[src/rtl/dac_xfer_pkg.sv]
package dac_xfer_pkg;
  typedef enum logic [2:0] {
    ST_IDLE  = 3'd0,
    ST_SETUP = 3'd1,
    ST_LOW   = 3'd2,
    ST_HIGH  = 3'd3,
    ST_DONE  = 3'd4
  } xfer_state_e;
endpackage

[src/rtl/dac_xfer_timer.sv]
module dac_xfer_timer #(
  parameter int CNT_W = 4
) (
  input  logic             clk,
  input  logic             rst_n,
  input  logic             load,
  input  logic [CNT_W-1:0] load_val,
  output logic             zero
);
  logic [CNT_W-1:0] cnt_q, cnt_d;
  logic             cnt_en;

  assign zero   = (cnt_q == '0);
  assign cnt_en = load || !zero;

  always_comb begin
    cnt_d = cnt_q;
    if (load)       cnt_d = load_val;
    else if (!zero) cnt_d = cnt_q - CNT_W'(1);
  end

  always_ff @(posedge clk or negedge rst_n) begin
    if (!rst_n)      cnt_q <= '0;
    else if (cnt_en) cnt_q <= cnt_d;
  end
endmodule

[src/rtl/dac_xfer_shifter.sv]
module dac_xfer_shifter #(
  parameter int NBITS  = 24,
  parameter int WORD_W = 32
) (
  input  logic              clk,
  input  logic              rst_n,
  input  logic              load,
  input  logic [WORD_W-1:0] tx_word,
  input  logic              shift_tx,
  input  logic              cap_rx,
  input  logic              miso,
  output logic              mosi_bit,
  output logic [NBITS-1:0]  rx_bits
);
  logic [NBITS-1:0] tx_q, tx_d, rx_q, rx_d;
  logic             tx_en, rx_en;

  assign tx_en = load || shift_tx;
  assign rx_en = load || cap_rx;

  always_comb begin
    tx_d = tx_q;
    if (load)          tx_d = tx_word[WORD_W-1 -: NBITS];
    else if (shift_tx) tx_d = {tx_q[NBITS-2:0], 1'b0};
  end

  always_comb begin
    rx_d = rx_q;
    if (load)        rx_d = '0;
    else if (cap_rx) rx_d = {rx_q[NBITS-2:0], miso};
  end

  always_ff @(posedge clk or negedge rst_n) begin
    if (!rst_n)     tx_q <= '0;
    else if (tx_en) tx_q <= tx_d;
  end

  always_ff @(posedge clk or negedge rst_n) begin
    if (!rst_n)     rx_q <= '0;
    else if (rx_en) rx_q <= rx_d;
  end

  assign mosi_bit = tx_q[NBITS-1];
  assign rx_bits  = rx_q;
endmodule

[src/rtl/dac_xfer_ctrl.sv]
module dac_xfer_ctrl
  import dac_xfer_pkg::*;
#(
  parameter int HALF_CYC  = 4,
  parameter int SETUP_CYC = 3,
  parameter int NBITS     = 24,
  parameter int CNT_W     = 3
) (
  input  logic             clk,
  input  logic             rst_n,
  input  logic             arm,
  input  logic             tmr_zero,
  output xfer_state_e      state,
  output logic             tmr_load,
  output logic [CNT_W-1:0] tmr_val,
  output logic             sh_load,
  output logic             sh_shift,
  output logic             sh_cap
);
  localparam int BIT_W = (NBITS > 1) ? $clog2(NBITS) : 1;
  localparam logic [BIT_W-1:0] LAST_BIT = BIT_W'(NBITS - 1);
  localparam logic [CNT_W-1:0] HALF_M1  = CNT_W'(HALF_CYC - 1);
  localparam logic [CNT_W-1:0] SETUP_M1 = CNT_W'(SETUP_CYC - 1);

  xfer_state_e      st_q, st_d;
  logic [BIT_W-1:0] bit_q, bit_d;

  always_comb begin
    st_d     = st_q;
    bit_d    = bit_q;
    tmr_load = 1'b0;
    tmr_val  = '0;
    sh_load  = 1'b0;
    sh_shift = 1'b0;
    sh_cap   = 1'b0;
    case (st_q)
      ST_IDLE: if (arm) begin
        st_d     = ST_SETUP;
        tmr_load = 1'b1;
        tmr_val  = SETUP_M1;
        sh_load  = 1'b1;
        bit_d    = '0;
      end
      ST_SETUP: if (tmr_zero) begin
        st_d     = ST_LOW;
        tmr_load = 1'b1;
        tmr_val  = HALF_M1;
      end
      ST_LOW: if (tmr_zero) begin
        st_d     = ST_HIGH;
        tmr_load = 1'b1;
        tmr_val  = HALF_M1;
        sh_cap   = 1'b1;
      end
      ST_HIGH: if (tmr_zero) begin
        if (bit_q == LAST_BIT) begin
          st_d = ST_DONE;
        end else begin
          st_d     = ST_LOW;
          tmr_load = 1'b1;
          tmr_val  = HALF_M1;
          sh_shift = 1'b1;
          bit_d    = bit_q + BIT_W'(1);
        end
      end
      ST_DONE: if (!arm) st_d = ST_IDLE;
      default: st_d = ST_IDLE;
    endcase
  end

  always_ff @(posedge clk or negedge rst_n) begin
    if (!rst_n) begin
      st_q  <= ST_IDLE;
      bit_q <= '0;
    end else begin
      st_q  <= st_d;
      bit_q <= bit_d;
    end
  end

  assign state = st_q;


  bit_range_chk: assert property (@(posedge clk) disable iff (!rst_n)
    (st_q == ST_LOW) |-> (bit_q <= LAST_BIT));


  done_hold_chk: assert property (@(posedge clk) disable iff (!rst_n)
    (st_q == ST_DONE && arm) |=> (st_q == ST_DONE));
endmodule

[src/rtl/dac_xfer_engine.sv]
module dac_xfer_engine
  import dac_xfer_pkg::*;
#(
  parameter int HALF_CYC  = 125,
  parameter int SETUP_CYC = 5,
  parameter int NBITS     = 24,
  parameter int WORD_W    = 32
) (
  input  logic              clk,
  input  logic              rst_ni,
  input  logic [WORD_W-1:0] tx_word_i,
  input  logic              sel_i,
  input  logic              arm_i,
  output logic              done_o,
  output logic [WORD_W-1:0] rx_word_o,
  output logic              sck_o,
  output logic              sync_n_o,
  output logic              mosi_o,
  input  logic              miso_i
);
  localparam int MAXV  = (HALF_CYC > SETUP_CYC) ? HALF_CYC : SETUP_CYC;
  localparam int CNT_W = $clog2(MAXV + 1);
  localparam int PAD_W = WORD_W - NBITS;

  logic rst_s1_q, rst_n;
  always_ff @(posedge clk or negedge rst_ni) begin
    if (!rst_ni) begin
      rst_s1_q <= 1'b0;
      rst_n    <= 1'b0;
    end else begin
      rst_s1_q <= 1'b1;
      rst_n    <= rst_s1_q;
    end
  end

  xfer_state_e      state;
  logic             tmr_load, tmr_zero, sh_load, sh_shift, sh_cap, mosi_bit;
  logic [CNT_W-1:0] tmr_val;
  logic [NBITS-1:0] rx_bits;

  dac_xfer_ctrl #(
    .HALF_CYC(HALF_CYC), .SETUP_CYC(SETUP_CYC), .NBITS(NBITS), .CNT_W(CNT_W)
  ) u_ctrl (
    .clk(clk), .rst_n(rst_n), .arm(arm_i), .tmr_zero(tmr_zero),
    .state(state), .tmr_load(tmr_load), .tmr_val(tmr_val),
    .sh_load(sh_load), .sh_shift(sh_shift), .sh_cap(sh_cap)
  );

  dac_xfer_timer #(.CNT_W(CNT_W)) u_timer (
    .clk(clk), .rst_n(rst_n), .load(tmr_load), .load_val(tmr_val),
    .zero(tmr_zero)
  );

  dac_xfer_shifter #(.NBITS(NBITS), .WORD_W(WORD_W)) u_shift (
    .clk(clk), .rst_n(rst_n), .load(sh_load), .tx_word(tx_word_i),
    .shift_tx(sh_shift), .cap_rx(sh_cap), .miso(miso_i),
    .mosi_bit(mosi_bit), .rx_bits(rx_bits)
  );

  logic active;
  assign active    = (state == ST_LOW) || (state == ST_HIGH);
  assign sck_o     = (state != ST_LOW);
  assign mosi_o    = active ? mosi_bit : 1'b0;
  assign done_o    = (state == ST_DONE);
  assign rx_word_o = {{PAD_W{1'b0}}, rx_bits};
  assign sync_n_o  = ~sel_i;


  mosi_stable_chk: assert property (@(posedge clk) disable iff (!rst_n)
    (state == ST_HIGH && $past(state) == ST_HIGH) |-> $stable(mosi_o));


  cap_low_chk: assert property (@(posedge clk) disable iff (!rst_n)
    sh_cap |-> !sck_o);


  rx_hold_chk: assert property (@(posedge clk) disable iff (!rst_n)
    (done_o && arm_i) |=> $stable(rx_word_o));


  done_clear_chk: assert property (@(posedge clk) disable iff (!rst_n)
    (done_o && !arm_i) |=> !done_o);
endmodule

[config.mk]
export PLATFORM = sky130hd
export DESIGN_NAME = dac_xfer_engine
export DESIGN_NICKNAME = d
export VERILOG_FILES = /design/src/rtl/dac_xfer_pkg.sv /design/src/rtl/dac_xfer_timer.sv /design/src/rtl/dac_xfer_shifter.sv /design/src/rtl/dac_xfer_ctrl.sv /design/src/rtl/dac_xfer_engine.sv
export SDC_FILE = /design/constraint.sdc
export NUM_CORES = 1
export LEC_CHECK = 0
export ABC_AREA = 0
export BUFFER_PORTS_ARGS = -buffer_cell sky130_fd_sc_hd__buf_2
export CAP_MARGIN = 10
export CORE_MARGIN = 3
export CORE_UTILIZATION = 53
export CTS_CLUSTER_DIAMETER = 60
export DETAILED_ROUTE_END_ITERATION = 8
export HOLD_SLACK_MARGIN = 0.15
export PLACE_DENSITY = 0.76
export SYNTH_ARGS = -nofsm -noshare
export SYNTH_HDL_FRONTEND = slang
export SYNTH_SLANG_ARGS = --single-unit
[constraint.sdc]
create_clock -name clk -period 2.28 [get_ports clk]
set_input_delay 0 -clock clk [delete_from_list [all_inputs] [get_ports clk]]
set_output_delay 0 -clock clk [all_outputs]
set_load 0.01 [all_outputs]
; Word-level counts from Yosys, hierarchy flattened
; Cells that the tools add are included.
[totals]
ff_bits = 65
inputBits = 37
output_inout_bits = 36
elab_cells = 70
[op_classes]
add_sub_neg = 2
n_eq_ne = 13
muxes = 31
n_bitwise = 1
n_reduce_logical = 16
[op_table]
columns = operator, n
row1 = two-way mux 24 bit, 4
row2 = two-way mux 7 bit, 5
row3 = two-way mux 3 bit, 7
row4 = case mux 7 bit (3 select lines), 1
row5 = two-way mux 5 bit, 3
row6 = case mux 3 bit (5 select lines), 1
row7 = case mux 5 bit (2 select lines), 1
row8 = two-way mux 1 bit, 8
row9 = inequality test 2 x 1 -> 1 bit (second input constant), 4
row10 = zero test 7 bit, 1
row11 = subtractor 7 x 1 -> 7 bit (second input constant), 1
row12 = equality test 3 x 2 -> 1 bit (second input constant), 2
row13 = inequality test 2 bit (second input constant), 3
row14 = AND reduction 2 bit, 3
row15 = nonzero test 2 bit, 3
row16 = adder 5 x 1 -> 5 bit (second input constant), 1
row17 = equality test 5 bit (second input constant), 1
row18 = AND reduction 5 bit, 1
row19 = logical OR 1 bit, 4
row20 = AND reduction 4 bit, 1
row21 = equality test 3 x 1 -> 1 bit (second input constant), 1
row22 = equality test 3 bit (second input constant), 1
row23 = zero test 3 bit, 1
row24 = inequality test 3 x 2 -> 1 bit (second input constant), 1
row25 = 4 further kinds, 4

; Logic depth before layout (Yosys ltp)
[logic_depth]
depth_word = 6
depth_mapped = 8
mapped_depth_nobuf = 6

; Hierarchy
; From an unflattened synthesis, not the netlist that was laid out.
[unflattened]
hier_cells = 296
hier_area_um2 = 3253.1
[modules_own_cells]
columns = mod, instances, cells_each, area_per_inst_um2, seq_area_each_um2
row1 = dac_xfer_shifter, 1, 182, 2109.5, 1201.2
row2 = dac_xfer_ctrl, 1, 55, 561.8, 200.2
row3 = dac_xfer_timer, 1, 43, 434.2, 175.2
row4 = dac_xfer_engine, 1, 16, 147.6, 50.0

; Least setup slack after synthesis
; No wires, ideal clock.
[synth_timing]
path_type = register to register
from = reg u_timer.cnt_q[0]
to = reg u_shift.rx_q[10], in the netlist u_shift.rx_bits[10]
setup_ps = 132
arrival_time_ps = 1480
t_required_ps = 2148
path_slack_ps = 668
stages_incl_launch_ff = 9
path_buffers = 2
period_less_slack_ps = 1612
path_cell_list = dfrtp_1 > inv_1 > ha_1 > nor3b_4 > nand4b_1 > buf_4 > buf_6 > mux2i_1 > nor2_1
[synth_via]
elab_chain_len = 5
word_cells_on_any_way = 6
classes_between = mux (2) / reduce/logical (4)
[synth_rtl]
columns = item, line
row1 = from (decl), dac_xfer_timer.sv:10  ; logic [CNT_W-1:0] cnt_q, cnt_d;
row2 = from (signal assigned), dac_xfer_timer.sv:24  ; else if (cnt_en) cnt_q <= cnt_d;
row3 = zero test 7 bit *, dac_xfer_timer.sv:13  ; assign zero = (cnt_q == '0);
row4 = two-way mux 1 bit *, dac_xfer_ctrl.sv:49  ; ST_LOW: if (tmr_zero) begin
row5 = two-way mux 1 bit *, dac_xfer_ctrl.sv:36  ; case (st_q)
row6 = nonzero test 2 bit (no source line) or logical OR 1 bit (tied branches), -
row7 = AND reduction 2 bit (no source line) *, -
row8 = to (signal assigned), dac_xfer_shifter.sv:40  ; else if (rx_en) rx_q <= rx_d;
row9 = to (decl), dac_xfer_shifter.sv:15  ; logic [NBITS-1:0] tx_q, tx_d, rx_q, rx_d;
; Mark *: on every way between the ends. The rest lies on a longest branch, timed or not.
; A chain may end at the register's enable or synchronous reset.

; Worst setup path in the final report
[layout_timing]
from = reg u_timer.cnt_q[0]
to = reg u_ctrl.bit_q[4]
[layout_via]
elab_chain_len = 3
[layout_rtl]
columns = item, line
row1 = zero test 7 bit, dac_xfer_timer.sv:13
row2 = inequality test 2 x 1 -> 1 bit (no source line), -
row3 = AND reduction 4 bit (no source line), -
row4 = to (signal assigned), dac_xfer_ctrl.sv:77  ; bit_q <= bit_d;
row5 = to (decl), dac_xfer_ctrl.sv:26  ; logic [BIT_W-1:0] bit_q, bit_d;
; Every way passes these cells.

==> qor_table.md <==
| Group | Metric | Value |
|:---|:---|:---|
| yosys | Area share of the leading cell type in the synthesized netlist | 52.1% |
| clocking | Clock network latency to the later pin of the worst-skew pair | 0.33 ns |
| yosys | Area of the mapped netlist | 3120 µm² |
| yosys | Number of synthesized register bits | 65 |
| sta | Fin crit share | 78.0% |
| place | DP HPWL | 3950 µm |
| min path | Kind of path behind the tightest hold check | in2out |
| critical path | Count of buffering cells on the critical path with inverters included | 1 |
| die | Core region area | 5610 µm² |
| critical path | Category of the worst setup path capture point | flip-flop |
| sta | Slew HR | 63.0% |
| die | Y dimension of the die | 82.7 µm |
| yosys | Prevailing post-synth register cell | dfrtp_1 |
| yosys | Proportion of register bits with asynchronous set or reset after synthesis | 100% |
| critical path | Number of cells on the critical path | 6 |
| sta | Worst hold slack across all endpoints | 0.224 ns |
| cells and area | Area of combinational cells with multiple inputs | 1340 µm² |
| cells and area | Area growth from synthesis to layout | 24.8% |
| job | Max Cap Viol | 0 |
| die | Initial core utilization | 55.6% |
| yosys | List of most frequent post-synthesis cells | dfrtp_1, nand2_1, nand3_1, nor2_1, mux2i_1 |
| min path | Worst Hold Path Cells | 3 |
| route | Via-per-instance ratio | 5.34 |
| yosys | Share of the yosys chip area belonging to registers | 52.1% |
| route | DR pass1 iterations | 4 |
| route | Detailed-route via count | 2,517 |
| sta | Max frequency | 0.563 GHz |
| power and ir drop | Worst supply voltage drop on vdd | 0.000670 V |
| die | Die span in x | 82.7 µm |
| cells and area | End-of-flow core utilization | 69.4% |
| sta | Min Tclk post-route | 1.78 ns |
| sta | Worst-margin pin slew | 0.554 ns |
| route | Wire length per cell after detailed routing | 13.1 µm |
| place | Final weighted congestion in routability-driven placement | 0.775 |
| critical path | Crit Path Max Fanout | 5 |
| sta | Unrepaired setup endpoints after global routing | no |
| status | Run status | finished, final reports clean |
| route | Count of unresolved DRC violations after routing | 0 |
| grt | Vias in the first global route | 2,243 |
| clocking | Reg clk slew, reported paths | 0.07 ns |
| clocking | Number of buffers created by CTS | 9 |
| clocking | H-Tree Depth | 3 |
| cells and area | Area taken by flip-flops and latches | 1630 µm² |
| sta | Final setup skew | 0.00719 ns |
| yosys | Cell taking the most area after synthesis | dfrtp_1 |
| sta | Total count of hold-check failures in the final report | 0 |
| clocking | Buffers inserted during post-CTS setup optimization | 0 |
| critical path | Master of the slowest instance on the critical path | or3_1 |
| critical path | Worst-path cell chain | inv_1 > ha_1 > nor3b_4 > nand3_1 > or3_1 > a21oi_1 |
| critical path | Crit path required time | 2.53 ns |
| route | Final Routed Wirelength | 6190 µm |
| cells and area | Number of inserted diodes | 0 |
| clocking | Buffer levels on the longest clock path | 2 |
| die | Std-Cell Rows | 27 |
| critical path | Maximum single-stage delay on the critical path | 0.40 ns |
| cells and area | Proportion of layout cells with a drive suffix above 1 | 20.8% |
| clocking | Number of cells upsized or downsized after cts | 0 |
| power and ir drop | Leakage | 0.00208 µW |
| die | I/O pin total | 73 |
| yosys | Count of synthesis-stage warnings from yosys | 0 |
| clocking | Clk root buf | clkbuf_8 |
| yosys | Cells taking the most area after synthesis | dfrtp_1, mux2i_1, nand2_1 |
| sta | Final count of negative-setup-slack endpoints | 0 |
| cells and area | Number of fill cells in the layout | 430 |
| grt | Pin count of the biggest net entering global routing | 53 |
| grt | Total global routing overflow | 0 |
| clocking | Clock Sink Count | 65 |
| yosys | Syn avg cell area | 9.87 µm² |
| yosys | Cells after Synth | 316 |
| sta | Sum Neg Setup Slack | 0 ns |
| grt | Gr usage total | 19.4% |
| grt | Antenna violations before repair | 0 |
| critical path | Startpoint types | flip-flop |
| critical path | Data arrival time of the critical path | 2.03 ns |
| clocking | CTS tree | built |
| yosys | Number of library cell types mapped by synthesis | 41 |
| yosys | Most repeated cell in the gate-level netlist after synthesis | dfrtp_1 |
| critical path | Family with the most delay on the worst path | simple AND/OR/NAND/NOR gates |
| cells and area | Final nets | 434 |
| critical path | Class of the most critical setup path | reg2reg |
| die | Die outline area | 6840 µm² |
| grt | Wire length of the first global-routing pass | 10,100 µm |
| sta | Number of pins exceeding their max-slew limit in the final report | 0 |
| route | Detailed Route Iter0 Violations | 94 |
| critical path | Worst reg2reg path depth | 6 |
| route | Post-route ant nets | 0 |
| place | Number of input and output port buffers inserted | 56 |
| yosys | Number of enable-type register cells in the synthesized netlist | 0 |
| power and ir drop | Power per standard cell area | 1120 nW/µm² |
==> flip-flops by register name, indices dropped and copies added, names as in the netlist <==
register / flops
rst_n: 1
rst_s1_q: 1
u_ctrl.bit_q: 5
u_ctrl.state: 3
u_shift.rx_bits: 24
u_shift.tx_q: 24
u_timer.cnt_q: 7
==> layout by cell type, fill, tap and decap left out, drive strengths merged, types with 3 or more instances in the layout <==
master / n
nand2: 54
a21oi: 5
buf: 62
nor3b: 3
nor2: 29
dfrtp: 65
xnor2: 3
nand3: 30
o211ai: 23
mux2i: 24
clkbuf: 13
inv: 5
conb: 9
ha: 3
o21ai: 9
nand2b: 4
nor3: 4
dlygate4sd3: 28
==> tightest hold or removal path, delay by kind of cell <==
family / cells / cell delay [ns]
buffers and inverters: 3 / 0.22
==> through the flow <==
| stage | total power (µW) | instance area, µm² | std cells | setup WS, ns |
|---|---|---|---|---|
| 6_report | 4380 | 3890 | 471 | 0.502 |
| 3_3_place_gp | 3360 | 3420 | 427 | 0.556 |
| 3_5_place_dp | 3450 | 3420 | 427 | 0.513 |
| 2_1_floorplan | 2990 | 3150 | 323 | 0.336 |
| 5_1_grt | 4730 | 3890 | 471 | 0.368 |
| 4_1_cts | 4430 | 3890 | 471 | 0.504 |
==> where the power goes <==
group / switching (µW) / total (µW) / internal (µW)
sequential: 407 / 2050 / 1640
combinational: 726 / 1390 / 665
clock: 403 / 936 / 533
total: 1540 / 4380 / 2840
==> logic make-up after synthesis <==
| kind of cell | Yosys count | synth area share, % |
|---|---|---|
| multiplexers | 24 | 7.70 |
| adder cells (fa/ha/maj) | 3 | 1.20 |
| AND/OR/NAND/NOR | 138 | 21.7 |
| XOR/XNOR | 4 | 1.12 |
| other | 2 | 0.241 |
| AO/OA/AOI/OAI | 45 | 9.87 |
| buffers and inverters | 35 | 6.06 |
| flip-flops | 65 | 52.1 |
==> layer usage <==
metal | wire, µm | track usage, % | part of all wire (%) | vias to the layer above
li1 | - | - | - | 1229
met1 | 2820 | 25.0 | 46 | 1213
met2 | 2940 | 31.4 | 47 | 66
met3 | 332 | 4.01 | 5.4 | 9
met4 | 95 | 9.15 | 1.5 | 0
met5 | 0 | 0 | 0 | -
==> worst paths after layout <==
check | slack, ns | endpoint | startpoint
min in group asynchronous | 0.26 | u_ctrl.bit_q[2] | rst_n
worst min register to register | 0.26 | u_ctrl.bit_q[2] | rst_n
max in group asynchronous | 1.42 | u_shift.tx_q[20] | rst_n
worst max-delay path | 0.50 | u_ctrl.bit_q[4] | u_timer.cnt_q[0]
worst min-delay path | 0.22 | sync_n_o | sel_i
worst max register to register | 0.50 | u_ctrl.bit_q[4] | u_timer.cnt_q[0]
==> area by class of cell <==
class,count,share of cell area (%)
Clock inverter,3,1.03
Timing Repair Buffer,90,16.2
Multi-Input combinational cell,223,34.3
Tap cell,72,2.31
Inverter,5,0.482
Clock buffer,13,3.83
Sequential cell,65,41.8
==> timing repair <==
| action | in CTS | in global routing |
|---|---|---|
| hold endpoints to repair | 29 | 0 |
| setup endpoints to repair | 0 | 0 |
| hold buffers | 28 | 0 |
Power figures use the tool's default switching activity.
